## src/rtl/mem_cycle_pkg.sv

```systemverilog
`timescale 1ns/1ps
// Package: shared types for the memory bus cycle sequencer.
// Assumes one clock period equals one half-state of the bus timing.
package mem_cycle_pkg;

    // Half-state position inside a machine cycle; TW* are wait-state halves.
    typedef enum logic [3:0] {
        PH_IDLE = 4'd0,
        PH_T1A  = 4'd1,
        PH_T1B  = 4'd2,
        PH_T2A  = 4'd3,
        PH_T2B  = 4'd4,
        PH_TWA  = 4'd5,
        PH_TWB  = 4'd6,
        PH_T3A  = 4'd7,
        PH_T3B  = 4'd8
    } bus_phase_t;

    // Cycle kind as presented by the core; CK_ALTRD behaves as a data read.
    typedef enum logic [1:0] {
        CK_FETCH = 2'b00,
        CK_READ  = 2'b01,
        CK_WRITE = 2'b10,
        CK_ALTRD = 2'b11
    } cyc_kind_t;

    function automatic logic kind_is_write(input cyc_kind_t k);
        return (k == CK_WRITE);
    endfunction

    function automatic logic kind_is_fetch(input cyc_kind_t k);
        return (k == CK_FETCH);
    endfunction

endpackage

```

## src/rtl/mem_cycle_phase.sv

```systemverilog
`timescale 1ns/1ps
// Module: mem_cycle_phase
// Walks the half-state sequence T1a..T3b, with optional wait states, for
// one machine cycle. Accepts a request in idle or in T3b. Samples the wait
// input at the edge ending T2a and at the edge ending each TWa.
// Assumes bus_wait is synchronous to clk.
module mem_cycle_phase
    import mem_cycle_pkg::*;
(
    input  logic       clk,
    input  logic       rst_n,
    input  logic       req_valid,
    input  logic       bus_wait,
    output logic       req_ready,
    output logic       accept,
    output bus_phase_t phase_q,
    output logic       wait_q
);

    bus_phase_t phase_d;

    // Acceptance window: idle or the final half-state of a cycle.
    always_comb begin
        req_ready = (phase_q == PH_IDLE) || (phase_q == PH_T3B);
        accept    = req_ready && req_valid;
    end

    // Next half-state selection.
    always_comb begin
        case (phase_q)
            PH_IDLE: phase_d = accept ? PH_T1A : PH_IDLE;
            PH_T1A:  phase_d = PH_T1B;
            PH_T1B:  phase_d = PH_T2A;
            PH_T2A:  phase_d = PH_T2B;
            PH_T2B:  phase_d = wait_q ? PH_TWA : PH_T3A;
            PH_TWA:  phase_d = PH_TWB;
            PH_TWB:  phase_d = wait_q ? PH_TWA : PH_T3A;
            PH_T3A:  phase_d = PH_T3B;
            PH_T3B:  phase_d = accept ? PH_T1A : PH_IDLE;
            default: phase_d = PH_IDLE;
        endcase
    end

    // Half-state register.
    always_ff @(posedge clk) begin
        if (!rst_n) phase_q <= PH_IDLE;
        else        phase_q <= phase_d;
    end

    // Wait decision, latched in the first half of T2 or of a wait state.
    always_ff @(posedge clk) begin
        if (!rst_n)
            wait_q <= 1'b0;
        else if (phase_q == PH_T2A || phase_q == PH_TWA)
            wait_q <= bus_wait;
        else if (phase_q == PH_T3A)
            wait_q <= 1'b0;
    end


    accept_to_t1_chk: assert property (@(posedge clk) disable iff (!rst_n)
        accept |=> (phase_q == PH_T1A));


    wait_inserts_chk: assert property (@(posedge clk) disable iff (!rst_n)
        (phase_q == PH_T2A && bus_wait) |=> ##1 (phase_q == PH_TWA));


    no_wait_direct_chk: assert property (@(posedge clk) disable iff (!rst_n)
        (phase_q == PH_T2A && !bus_wait) |=> ##1 (phase_q == PH_T3A));

endmodule

```

## src/rtl/mem_cycle_strobes.sv

```systemverilog
`timescale 1ns/1ps
// Module: mem_cycle_strobes
// Decodes the current half-state and cycle kind into the active-low bus
// strobes and the data-bus output enable. The strobes are pure decode of
// registered state, so they change only right after a clock edge.
module mem_cycle_strobes
    import mem_cycle_pkg::*;
(
    input  logic       clk,
    input  logic       rst_n,
    input  bus_phase_t phase_q,
    input  cyc_kind_t  kind_q,
    output logic       mem_en_n,
    output logic       mem_rd_n,
    output logic       mem_wr_n,
    output logic       fetch_n,
    output logic       dbus_oe
);

    logic body_win;
    logic wr_win;
    logic fetch_win;
    logic drive_win;
    logic is_wr;
    logic is_fetch;

    // Half-state windows shared by every cycle kind.
    always_comb begin
        body_win  = phase_q inside {PH_T1B, PH_T2A, PH_T2B, PH_TWA, PH_TWB, PH_T3A};
        wr_win    = phase_q inside {PH_T2A, PH_T2B, PH_TWA, PH_TWB, PH_T3A};
        fetch_win = phase_q inside {PH_T1A, PH_T1B, PH_T2A, PH_T2B, PH_TWA, PH_TWB, PH_T3A};
        drive_win = phase_q inside {PH_T1B, PH_T2A, PH_T2B, PH_TWA, PH_TWB, PH_T3A, PH_T3B};
    end

    // Kind qualifiers.
    always_comb begin
        is_wr    = kind_is_write(kind_q);
        is_fetch = kind_is_fetch(kind_q);
    end

    // Strobe outputs, active low except the output enable.
    always_comb begin
        mem_en_n = !body_win;
        mem_rd_n = !(body_win && !is_wr);
        mem_wr_n = !(wr_win && is_wr);
        fetch_n  = !(fetch_win && is_fetch);
        dbus_oe  = drive_win && is_wr;
    end


    wr_inside_en_chk: assert property (@(posedge clk) disable iff (!rst_n)
        !mem_wr_n |-> !mem_en_n);


    wr_lags_en_chk: assert property (@(posedge clk) disable iff (!rst_n)
        $fell(mem_wr_n) |-> $past(!mem_en_n));


    rd_wr_excl_chk: assert property (@(posedge clk) disable iff (!rst_n)
        !(!mem_rd_n && !mem_wr_n));


    wr_needs_oe_chk: assert property (@(posedge clk) disable iff (!rst_n)
        !mem_wr_n |-> dbus_oe);

endmodule

```

## src/rtl/mem_cycle_data.sv

```systemverilog
`timescale 1ns/1ps
// Module: mem_cycle_data
// Holds the accepted address, kind and write data for the whole cycle, and
// captures the data bus at the kind-specific edge. A fetch samples at the
// end of T2 or of the last wait state. A read samples at the end of T3a.
// Assumes dbus_in is settled at the sampling edge.
module mem_cycle_data
    import mem_cycle_pkg::*;
#(
    parameter int ADDR_W = 19,
    parameter int DATA_W = 8
) (
    input  logic              clk,
    input  logic              rst_n,
    input  logic              accept,
    input  logic [1:0]        req_kind,
    input  logic [ADDR_W-1:0] req_addr,
    input  logic [DATA_W-1:0] req_wdata,
    input  bus_phase_t        phase_q,
    input  logic              wait_q,
    input  logic [DATA_W-1:0] dbus_in,
    output cyc_kind_t         kind_q,
    output logic [ADDR_W-1:0] addr_q,
    output logic [DATA_W-1:0] wdata_q,
    output logic [DATA_W-1:0] rdata_q
);

    logic fetch_smp;
    logic read_smp;

    // Request latch, loaded on acceptance only.
    always_ff @(posedge clk) begin
        if (!rst_n) begin
            kind_q  <= CK_FETCH;
            addr_q  <= '0;
            wdata_q <= '0;
        end else if (accept) begin
            kind_q  <= cyc_kind_t'(req_kind);
            addr_q  <= req_addr;
            wdata_q <= req_wdata;
        end
    end

    // Sampling points for the two read-type kinds.
    always_comb begin
        fetch_smp = (kind_q == CK_FETCH) && !wait_q &&
                    (phase_q == PH_T2B || phase_q == PH_TWB);
        read_smp  = (kind_q == CK_READ || kind_q == CK_ALTRD) && (phase_q == PH_T3A);
    end

    // Read data capture register.
    always_ff @(posedge clk) begin
        if (!rst_n)                    rdata_q <= '0;
        else if (fetch_smp || read_smp) rdata_q <= dbus_in;
    end


    addr_stable_chk: assert property (@(posedge clk) disable iff (!rst_n)
        (phase_q != PH_IDLE && phase_q != PH_T1A) |-> $stable(addr_q));


    rdata_early_hold_chk: assert property (@(posedge clk) disable iff (!rst_n)
        (phase_q inside {PH_T1A, PH_T1B, PH_T2A}) |=> $stable(rdata_q));

endmodule

```

## src/rtl/mem_cycle_seq.sv

```systemverilog
`timescale 1ns/1ps
// Module: mem_cycle_seq (top)
// Three-state external memory bus cycle sequencer. One clock is one
// half-state. Ties together the phase walker, the strobe decode and the
// address/data path. Assumes all inputs are synchronous to clk.
module mem_cycle_seq
    import mem_cycle_pkg::*;
#(
    parameter int ADDR_W = 19,
    parameter int DATA_W = 8
) (
    input  logic              clk,
    input  logic              rst_n,
    input  logic              req_valid,
    output logic              req_ready,
    input  logic [1:0]        req_kind,
    input  logic [ADDR_W-1:0] req_addr,
    input  logic [DATA_W-1:0] req_wdata,
    output logic              rsp_done,
    output logic [DATA_W-1:0] rsp_rdata,
    output logic [ADDR_W-1:0] mem_addr,
    output logic              mem_en_n,
    output logic              mem_rd_n,
    output logic              mem_wr_n,
    output logic              fetch_n,
    output logic [DATA_W-1:0] dbus_out,
    output logic              dbus_oe,
    input  logic [DATA_W-1:0] dbus_in,
    input  logic              bus_wait
);

    bus_phase_t        phase_q;
    cyc_kind_t         kind_q;
    logic              wait_q;
    logic              accept;
    logic [ADDR_W-1:0] addr_q;
    logic [DATA_W-1:0] wdata_q;
    logic [DATA_W-1:0] rdata_q;

    mem_cycle_phase u_phase (
        .clk       (clk),
        .rst_n     (rst_n),
        .req_valid (req_valid),
        .bus_wait  (bus_wait),
        .req_ready (req_ready),
        .accept    (accept),
        .phase_q   (phase_q),
        .wait_q    (wait_q)
    );

    mem_cycle_data #(
        .ADDR_W (ADDR_W),
        .DATA_W (DATA_W)
    ) u_data (
        .clk       (clk),
        .rst_n     (rst_n),
        .accept    (accept),
        .req_kind  (req_kind),
        .req_addr  (req_addr),
        .req_wdata (req_wdata),
        .phase_q   (phase_q),
        .wait_q    (wait_q),
        .dbus_in   (dbus_in),
        .kind_q    (kind_q),
        .addr_q    (addr_q),
        .wdata_q   (wdata_q),
        .rdata_q   (rdata_q)
    );

    mem_cycle_strobes u_strobes (
        .clk      (clk),
        .rst_n    (rst_n),
        .phase_q  (phase_q),
        .kind_q   (kind_q),
        .mem_en_n (mem_en_n),
        .mem_rd_n (mem_rd_n),
        .mem_wr_n (mem_wr_n),
        .fetch_n  (fetch_n),
        .dbus_oe  (dbus_oe)
    );

    // Output mapping: bus drive gated by the enable, done in T3b.
    always_comb begin
        mem_addr  = addr_q;
        dbus_out  = dbus_oe ? wdata_q : '0;
        rsp_rdata = rdata_q;
        rsp_done  = (phase_q == PH_T3B);
    end


    done_single_chk: assert property (@(posedge clk) disable iff (!rst_n)
        rsp_done |=> !rsp_done);


    ready_after_done_chk: assert property (@(posedge clk) disable iff (!rst_n)
        rsp_done |-> req_ready);


    wait_holds_strobes_chk: assert property (@(posedge clk) disable iff (!rst_n)
        (phase_q == PH_TWB) |-> $stable({mem_en_n, mem_rd_n, mem_wr_n, fetch_n, dbus_oe}));

endmodule

```

## config.mk

```make
export PLATFORM = sky130hd
export DESIGN_NAME = mem_cycle_seq
export DESIGN_NICKNAME = d
export VERILOG_FILES = /design/src/rtl/mem_cycle_pkg.sv /design/src/rtl/mem_cycle_phase.sv /design/src/rtl/mem_cycle_strobes.sv /design/src/rtl/mem_cycle_data.sv /design/src/rtl/mem_cycle_seq.sv
export SDC_FILE = /design/constraint.sdc
export NUM_CORES = 1
export LEC_CHECK = 0
export BUFFER_PORTS_ARGS = -buffer_cell sky130_fd_sc_hd__buf_2
export CAP_MARGIN = 20
export CELL_PAD_IN_SITES_DETAIL_PLACEMENT = 1
export CELL_PAD_IN_SITES_GLOBAL_PLACEMENT = 2
export CORE_MARGIN = 8
export CORE_UTILIZATION = 29
export CTS_CLUSTER_DIAMETER = 80
export DETAILED_ROUTE_END_ITERATION = 10
export HOLD_SLACK_MARGIN = 0.02
export PLACE_DENSITY = 0.95
export SLEW_MARGIN = 40
export SYNTH_ARGS = -nofsm -noshare
export SYNTH_HDL_FRONTEND = slang
export SYNTH_HIERARCHICAL = 1
export SYNTH_SLANG_ARGS = --single-unit
```

## constraint.sdc

```tcl
create_clock -name clk -period 3.9 [get_ports clk]
set_input_delay 1.17 -clock clk [delete_from_list [all_inputs] [get_ports clk]]
set_output_delay 1.17 -clock clk [all_outputs]
set_load 0.02 [all_outputs]
```

==> impl_summary.md, run 1 <==
Critical path
The worst setup path is captured at an output pin. The standard cell with the maximum stage delay on the critical path is sky130_fd_sc_hd__or4b_1. The delay of the slowest cell on the worst path is 0.58 ns. Traced cell by cell, the critical path runs through or4b_1 > a21oi_1 > and2_1 > buf_2. Of all nets on the critical path, the largest fanout is 15.

The classification of the worst setup path is register to output pin. STA puts the critical path data required time at roughly 2.7 ns. The data arrival time of the critical path is 2.15 ns. The length in cells of the worst reg-to-reg path is 4.

The kind of start point of the critical path is a register.

STA
Timing would allow up to 301 MHz. The hold violation count in the final report is 0. Setup repair after global routing left no endpoint under its margin.

On the final layout, the worst clock skew is approximately 0.0044 ns. The count of final max-slew check failures is 0. Of the available clock period, the critical path in the final layout requires 0.852. Setup total negative slack on the finished layout was measured at 0 ns. The max-slew headroom at the worst pin is 0.528. The transition time at the pin with the least slew margin is 0.708 ns. The total of endpoints with negative setup slack in the final report is 0. The smallest clock period supported by the final layout is computed as 3.32 ns.

Placed design
The post-DP HPWL is about 3500 um. At the end of routability-driven placement, the weighted congestion stood at slightly above 0.7. The number of port buffers is ~80.

Clocking
For this design, the CTS-stage hold fixing added 0 buffers. The clock tree root buffer cell is sky130_fd_sc_hd__clkbuf_8. Clock-pin slew was measured on the worst setup and hold paths at 0.07 ns. Post-CTS timing repair inserted 0 buffers for setup. The number of gates given a new drive strength after cts is 0. The number of clock buffers added by TritonCTS is 5. Clock tree synthesis found a total of 42 sinks. No sink is reached through more buffers than the 2 on the longest clock path. The insertion delay to the later sink of the worst-skew pair is 0.29 ns.

The CTS H-tree depth is 2. The TritonCTS clock tree is built.

Drt
The count of nets left with antenna violations once routing finished came out at 0. The first-pass iteration count of the detailed router is 4. The starting DRC count in detailed routing is 31.

The mean routed wirelength per cell is 14.1 um. In the routed layout, each cell is associated on average with a via count of 4.49. The final wirelength is 4710 um. The routed layout has 1504 vias. The number of remaining DRC errors is 0.

Floorplan
The number of placement rows is 29. For this design the top-level I/O count stands at 83. The region available for standard cell placement spans 6200 um^2. The die extent in y is 95.3 um. The area of the die is 9080 um^2. The initial core utilization is 0.294. Measured along the x axis, the die boundary spans 95.3 um.

Power
The analysis attributes to cell leakage a power of 0.00106 uW. The peak supply drop is 0.139 mV. The sum of internal, switching and leakage power is roughly 970 uW.

The ratio of total power to cell area is 410 nW/um^2.

Global routing
After global routing the overflow that remains totals 0. The first global-routing pass estimated between 7000 and 8000 um of wire. The aggregate global-route resource usage is 0.107.

The number of global-route vias before repair is 1594. The largest net degree at the start of global routing is between 40 and 50. The initial antenna violation count is 0.

Logic synthesis
In the post-synthesis netlist, the biggest area contributors are sky130_fd_sc_hd__dfxtp_1 46%, sky130_fd_sc_hd__mux2i_1 20%, sky130_fd_sc_hd__nor2b_1 10%. The number of synthesized flops with an enable pin is 0. The library cell with the highest instance count after synthesis is sky130_fd_sc_hd__dfxtp_1.

Ranked by instance count, the synthesized netlist is headed by 42 x sky130_fd_sc_hd__dfxtp_1, 37 x sky130_fd_sc_hd__mux2i_1, 29 x sky130_fd_sc_hd__nor2b_1, 18 x sky130_fd_sc_hd__nand2_1, 9 x sky130_fd_sc_hd__and2_1. In the synthesized netlist, the number of instances is 179. The number of synthesized register bits is 42. The fraction of registers with async set/reset is 0. The synthesized area per cell is 10.2 um^2. Of the synthesized area, sequential elements account for 0.461. The number of nets handed over by synthesis was 220. The synthesized design spends more area on one cell type than any other, namely sky130_fd_sc_hd__dfxtp_1. The synthesis warning total is 6. The count of distinct cell types in the synthesized netlist is 30. The cell area that synthesis handed to floorplanning was 1820 um^2. The commonest register cell after synthesis is sky130_fd_sc_hd__dfxtp_1. The area share of the largest cell type after synthesis is 0.461.

Final layout
The number of nets in the layout is around 300. The synthesis-to-finish area growth is 29.4%. In the final layout, the share of cells above drive strength 1 is 0.376.

The layout has 742 filler cells. The number of antenna repair diodes is 0.

Hold path
The min-delay analysis places its worst path in the category register to register. The worst hold path was traced through 2 stages.

Run status
The run finished with clean final reports.

Run
Across the run, the number of max-cap violations was 0.
-- cell usage in the layout, fill, tap and decap left out, drive strengths merged --
cell type | Yosys | layout
buf | 6 | 82
nor2 | 4 | 4
dfxtp | 42 | 42
a21oi | 5 | 5
inv | 1 | 1
o311ai | 1 | 1
or3 | 1 | 1
and2 | 9 | 9
xnor2 | 1 | 1
o21bai | 1 | 1
nor4bb | 1 | 1
nor2b | 29 | 29
o31ai | 1 | 1
clkbuf | 5 | 7
nand2b | 5 | 5
nor4b | 1 | 1
nor3 | 3 | 3
clkinv | 0 | 1
nor3b | 1 | 1
or4b | 1 | 1
or4 | 2 | 2
xor2 | 1 | 1
nand2 | 18 | 18
nand3 | 2 | 2
o21ai | 1 | 1
mux2i | 37 | 37
-- through the flow --
| stage | hold WS (ns) | utilization | instance area [um^2] | cells | setup slack (ns) |
|---|---|---|---|---|---|
| 3_5_place_dp | 0.444 | 0.366 | 2270 | 327 | 0.877 |
| 3_3_place_gp | 0.438 | 0.365 | 2270 | 327 | 0.952 |
| 4_1_cts | 0.465 | 0.380 | 2360 | 335 | 0.549 |
| 2_1_floorplan | 0.474 | - | 1820 | 179 | 0.990 |
| 5_1_grt | 0.492 | 0.380 | 2360 | 335 | 0.358 |
| 6_report | 0.462 | 0.380 | 2360 | 335 | 0.578 |
-- where the power goes --
part           switching (uW)  internal (uW)
Sequential               26.4            459
Clock                     143            143
Combinational             107           88.3
-- layer usage --
metal  up-vias  share of wire  global-route usage
met2        51           0.48               0.184
met5         -              0                   0
met4         0          0.011              0.0351
met1       695           0.40               0.117
li1        750              -                   -
met3         8           0.11              0.0449
-- registers in the layout, indices dropped and copies added (netlist names) --
name,count
u_data/rdata_q,8
u_phase/wait_q,1
u_phase/phase_q,4
u_data/wdata_q,8
u_data/kind_q,2
u_data/addr_q,19
-- cell type report --
class,count,area [um^2],area share
well taps,77,96.3,0.0408
repair buffers,82,410,0.174
flip-flops and latches,42,841,0.356
inverters,1,3.75,0.00159
clock buffers,7,86.3,0.0366
multi-input cells,125,917,0.389
clock inverters,1,5.00,0.00212
-- worst max-delay path: cells and delay by family (launching register included) --
family                 cells  cell delay, ns
and+or+nand+nor            2            0.78
DFF                        1            0.47
AOI/OAI and AO/OA          1            0.46
buffers and inverters      1            0.16
-- final timing paths --
check                     start                 to  slack [ns]
max          u_phase/phase_q[1]        dbus_out[0]        0.58
min           u_data/rdata_q[3]  u_data/rdata_q[3]        0.46
max reg2reg  u_phase/phase_q[2]   u_data/addr_q[8]        2.14
min reg2reg   u_data/rdata_q[3]  u_data/rdata_q[3]        0.46
-- kinds of logic after synthesis --
kind of cell / synth area share
and+or+nand+nor: 0.249
buffers and inverters: 0.0371
muxes: 0.203
xor gates and xnor gates: 0.00961
AOI/OAI and AO/OA: 0.0398
DFF: 0.461
No activity file was read; power rests on OpenSTA's default activity.
==> inputs of run 2 (changes only) <==
--- a/config.mk
+++ b/config.mk
@@ -11,7 +11,8 @@
 export CELL_PAD_IN_SITES_GLOBAL_PLACEMENT = 2
 export CORE_MARGIN = 8
-export CORE_UTILIZATION = 29
+export CORE_UTILIZATION = 27
 export CTS_CLUSTER_DIAMETER = 80
 export DETAILED_ROUTE_END_ITERATION = 10
+export GPL_TIMING_DRIVEN = 0
 export HOLD_SLACK_MARGIN = 0.02
 export PLACE_DENSITY = 0.95
@@ -19,4 +20,3 @@
 export SYNTH_ARGS = -nofsm -noshare
 export SYNTH_HDL_FRONTEND = slang
-export SYNTH_HIERARCHICAL = 1
 export SYNTH_SLANG_ARGS = --single-unit
==> constraint.sdc (replaced) <==
create_clock -name clk -period 3.9 [get_ports clk]
set_input_delay 0.195 -clock clk [delete_from_list [all_inputs] [get_ports clk]]
set_output_delay 0.195 -clock clk [all_outputs]
set_load 0.02 [all_outputs]
==> run 2 against run 1 <==
Compared with the run above: global-route usage increased by 0.24 points; sequential power is 1% higher; fmax rose by 57%; flip-flop and latch count is the same; largest cell class unchanged; highest routed layer unchanged.
==> impl_summary.md, run 2 <==
Drt
The number of vias per cell after detailed routing came to 4.41 (-1.8%). The number of routed nets with antenna violations is 0 (unchanged). The mean routed wirelength per cell is 14.1 um (+0.47%). The number of remaining DRC errors is 0 (unchanged). The first-pass iteration count of the detailed router is 4 (unchanged). The starting DRC count in detailed routing was 44 (+42%). The vias after detailed routing is 1654 (+10%). The final wirelength was 5290 um (+12%).

Clocking
The number of buffers on the longest clock path is 2 (unchanged). The post-cts hold buffer count is 0 (unchanged). The CTS H-tree depth is 2 (unchanged). The number of gates given a new drive strength after cts is 0 (unchanged).

The insertion delay to the later sink of the worst-skew pair is 0.30 ns (about the same). The post-CTS clock slew at the launch and capture registers of the worst setup and hold paths is 0.09 ns (+0.02 ns). The number of post-CTS setup repair buffers is 0 (unchanged). The number of clock sinks seen by CTS came to 42 (unchanged). TritonCTS built the clock tree. The clock tree root buffer cell is sky130_fd_sc_hd__clkbuf_8.

The number of buffers added by the clock tree synthesis step is 5 (unchanged).

STA
The fmax came to 472 MHz (+57%). Setup repair after global routing left no endpoint under its margin. The largest clock skew in the final design is 0.00584 ns (+0.00142 ns). The final worst-path cycle share is 0.543 (-0.309). The sum of negative setup slack is 0 ns (unchanged).

The final hold slack is 0.134 ns (-0.329 ns). The hold violation count in the final report came to 0 (unchanged). The total of endpoints with negative setup slack in the final report is 0 (unchanged).

The max-slew headroom at the worst pin is 0.693 (+0.165). The count of final max-slew check failures is 0 (unchanged). The transition time at the pin with the least slew margin is 0.460 ns (-0.248 ns). The minimum period implied by the final worst setup slack is 2.12 ns (-1.21 ns).

Final layout
The number of nets in the layout came to 338 (+13%). Compared with the post-synthesis result, the final layout area differs by 32.8%. The number of flip-flops under the largest register name is 19 (unchanged). The number of antenna repair diodes came to 0 (unchanged). u_data.addr_q holds more flip-flops than any other register. The final non-filler cell area was 2390 um^2 (+1.4%). The footprint of the multi-input gates was 875 um^2 (-4.6%). The fill cell total of the finished layout was 809 (+9.0%). The register cell area after layout is 841 um^2 (unchanged). The largest registers in the layout are u_data.addr_q (19), u_data.rdata_q (8), u_data.wdata_q (8). The library cells used most frequently in the layout, excluding fill and tap cells, are 87 x sky130_fd_sc_hd__buf_2, 75 x sky130_fd_sc_hd__nand2_1, 42 x sky130_fd_sc_hd__dfxtp_1, 20 x sky130_fd_sc_hd__a21boi_0, 10 x sky130_fd_sc_hd__a21boi_1. Leaving out fill and tap cells, the most frequent cell in the layout is sky130_fd_sc_hd__buf_2. The fraction of layout cells with a size suffix above 1 came to 0.352 (-0.0236).

Logic synthesis
The area share of the largest cell type after synthesis is 0.467 (+0.00544). The fraction of registers with async set/reset came to 0 (unchanged). The complex-gate fraction of the synthesized area is 0.157 (+0.117). The number of synthesized register bits is 42 (unchanged). The synthesized design spends more area on one cell type than any other, namely sky130_fd_sc_hd__dfxtp_1.

The share of the yosys chip area belonging to registers was 0.467 (+0.00544). The post-synthesis net count came to 250 (+14%). The synthesized area per cell is 8.62 um^2 (-15%). The synthesized instance count is 209 (+17%). The commonest register cell after synthesis is sky130_fd_sc_hd__dfxtp_1. The post-synthesis simple-gate area fraction is 0.274 (+0.0252). The synthesis warning total is 0 (-6).

Sorting the synthesized cells by how often they occur yields 75 x sky130_fd_sc_hd__nand2_1, 42 x sky130_fd_sc_hd__dfxtp_1, 20 x sky130_fd_sc_hd__a21boi_0, 10 x sky130_fd_sc_hd__a21boi_1, 9 x sky130_fd_sc_hd__and2_1. Yosys instantiated no cell more often than sky130_fd_sc_hd__nand2_1. The mux share of post-synthesis cell area is 0.0444 (-0.159). Sorting the synthesized cells by area gives the leading types as sky130_fd_sc_hd__dfxtp_1 47%, sky130_fd_sc_hd__nand2_1 16%, sky130_fd_sc_hd__a21boi_0 8.3%. The post-synthesis share of cell area spent on full adders, half adders and majority gates is 0 (unchanged). The count of distinct cell types in the synthesized netlist is 28 (-6.7%). The parity-gate share of the synthesized area counting xor and xnor cells is 0.00972 (+0.000113). The netlist area before placement is 1800 um^2 (-1.2%). The number of synthesized flops with an enable pin is 0 (unchanged). The main combinational cell family by area after synthesis is simple AND/OR/NAND/NOR gates.

Critical path
The endpoint type of the worst setup path is an output pin. The delay of the slowest cell on the worst path was 0.56 ns (-0.02 ns). The endpoint of the worst-slack reg-to-reg timing path is u_data.wdata_q[4]. The worst endpoint required time is 3.70 ns (+0.97 ns). The worst reg2reg path startpoint is u_phase.phase_q[1]. The length in cells of the worst reg-to-reg path is 6 (+2). The data arrival time of the critical path was 1.92 ns (-0.23 ns). Among all stages on the critical path, the largest delay is contributed by sky130_fd_sc_hd__or4b_4. The largest fanout on the critical path is 10 (-5). The setup path with the least slack is of type register to output pin.

The worst setup path is launched from a register. By instance count, the cell type seen most on the critical path is sky130_fd_sc_hd__buf_2. The signal on the critical path passes through buf_2 > or4b_4 > a21oi_4 > and2_1 > buf_2. The internal reg-to-reg setup slack is 2.32 ns (+0.18 ns).

Floorplan
The area of the die is 9540 um^2 (+5.1%). The core box area is 6390 um^2 (+2.9%). The top-level I/O count is 83 (unchanged). The width of the chip is 97.7 um (+2.5%). The initial core utilization is 0.282 (-0.0117). The die extent in y is 97.7 um (+2.5%).

The number of placement rows came to 29 (unchanged).

Placed design
The placer's final routability congestion estimate is 0.721 (+1.5%). The number of port buffers is 81 (-1.2%). The area after detailed placement was 2300 um^2 (+1.5%). The post-DP HPWL was 4150 um (+19%).

Hold path
The class of the most critical hold timing path is primary input to register. In this run the most critical hold path is launched from req_wdata[1]. The worst hold path cell count is 3 (+1). For hold timing, the worst endpoint is u_data.wdata_q[1].

Global routing
The wire length of the first global-routing pass is 8690 um (+13%). The layer flagged by global routing as most heavily used is met2. The met2 track demand over resource is 0.176 (-0.00771). The remaining global-route overflow is 0 (unchanged).

The aggregate global-route resource usage is 0.110 (+0.00239). The largest net degree at the start of global routing was 15 (-69%). The initial antenna violation count is 0 (unchanged). The global-route met1 utilization was 0.123 (+0.00624). The number of global-route vias before repair is 1785 (+12%). The met3 layer usage reported by global route came to 0.0590 (+0.0142).

Power
The peak supply drop is 0.166 mV (+19%). The leakage power figure is 0.00109 uW (+3.0%). The ratio of total power to cell area was 449 nW/um^2 (+9.7%).

Run status
The flow ran to the end, and the final reports show no timing, DRC or antenna violations.

Run
The number of maximum-capacitance constraint violations came to 0 (unchanged).
==> run 2: area by class of cell <==
class | count | share of cell area
clock inverters | 3 | 0.00889
flip-flops and latches | 42 | 0.351
inverters | 2 | 0.00314
multi-input cells | 151 | 0.365
clock buffers | 5 | 0.0288
repair buffers | 81 | 0.169
well taps | 77 | 0.0403
plain buffers | 14 | 0.0329
==> run 2: worst max path at each step <==
stage | from | endpoint | slack (ns) | cells after the start
final | u_phase.phase_q[1] | dbus_out[4] | 1.78 | 5
after global routing | u_phase.phase_q[1] | dbus_out[3] | 1.69 | 5
after CTS | u_phase.phase_q[1] | dbus_out[1] | 1.77 | 5
after floorplan | u_phase.phase_q[0] | dbus_out[0] | 2.18 | 4
after detailed placement | u_phase.phase_q[1] | dbus_out[1] | 2.10 | 5
after global placement | u_phase.phase_q[0] | dbus_out[7] | 2.09 | 5
==> run 2: cells by family (layout without fill, tap and decap cells) <==
group | count (synthesis) | count (layout)
buffers and inverters | 16 | 105
AND/OR/NAND/NOR | 105 | 105
multiplexers | 8 | 8
flip-flops | 42 | 42
AO/OA/AOI/OAI | 36 | 36
XOR/XNOR | 2 | 2
==> run 2: power by group <==
part | leakage, uW | switching, uW | internal, uW
Sequential | 0.000343 | 19.9 | 470
Clock | 0.0000441 | 161 | 126
Combinational | 0.000703 | 182 | 116
==> run 2: worst max-delay path: cells and delay by family (launching register included) <==
kind | cells | cell delay [ns]
buffers and inverters | 2 | 0.33
AOI/OAI and AO/OA | 1 | 0.25
and+or+nand+nor | 2 | 0.74
DFF | 1 | 0.30
==> run 2: stage by stage <==
stage               worst slack [ns]  std cells  total power (uW)   util
floorplan                       2.18        209               701      -
global placement                2.09        367               799  0.361
detailed placement              2.10        367               807  0.361
CTS                             1.77        375              1100  0.375
global route                    1.69        375              1140  0.375
finish                          1.78        375              1080  0.375
==> run 2: per-layer routing <==
metal  up-vias  share of wire
met4         0         0.0036
li1        856              -
met3         2          0.096
met5         -              0
met1       743           0.44
met2        53           0.46
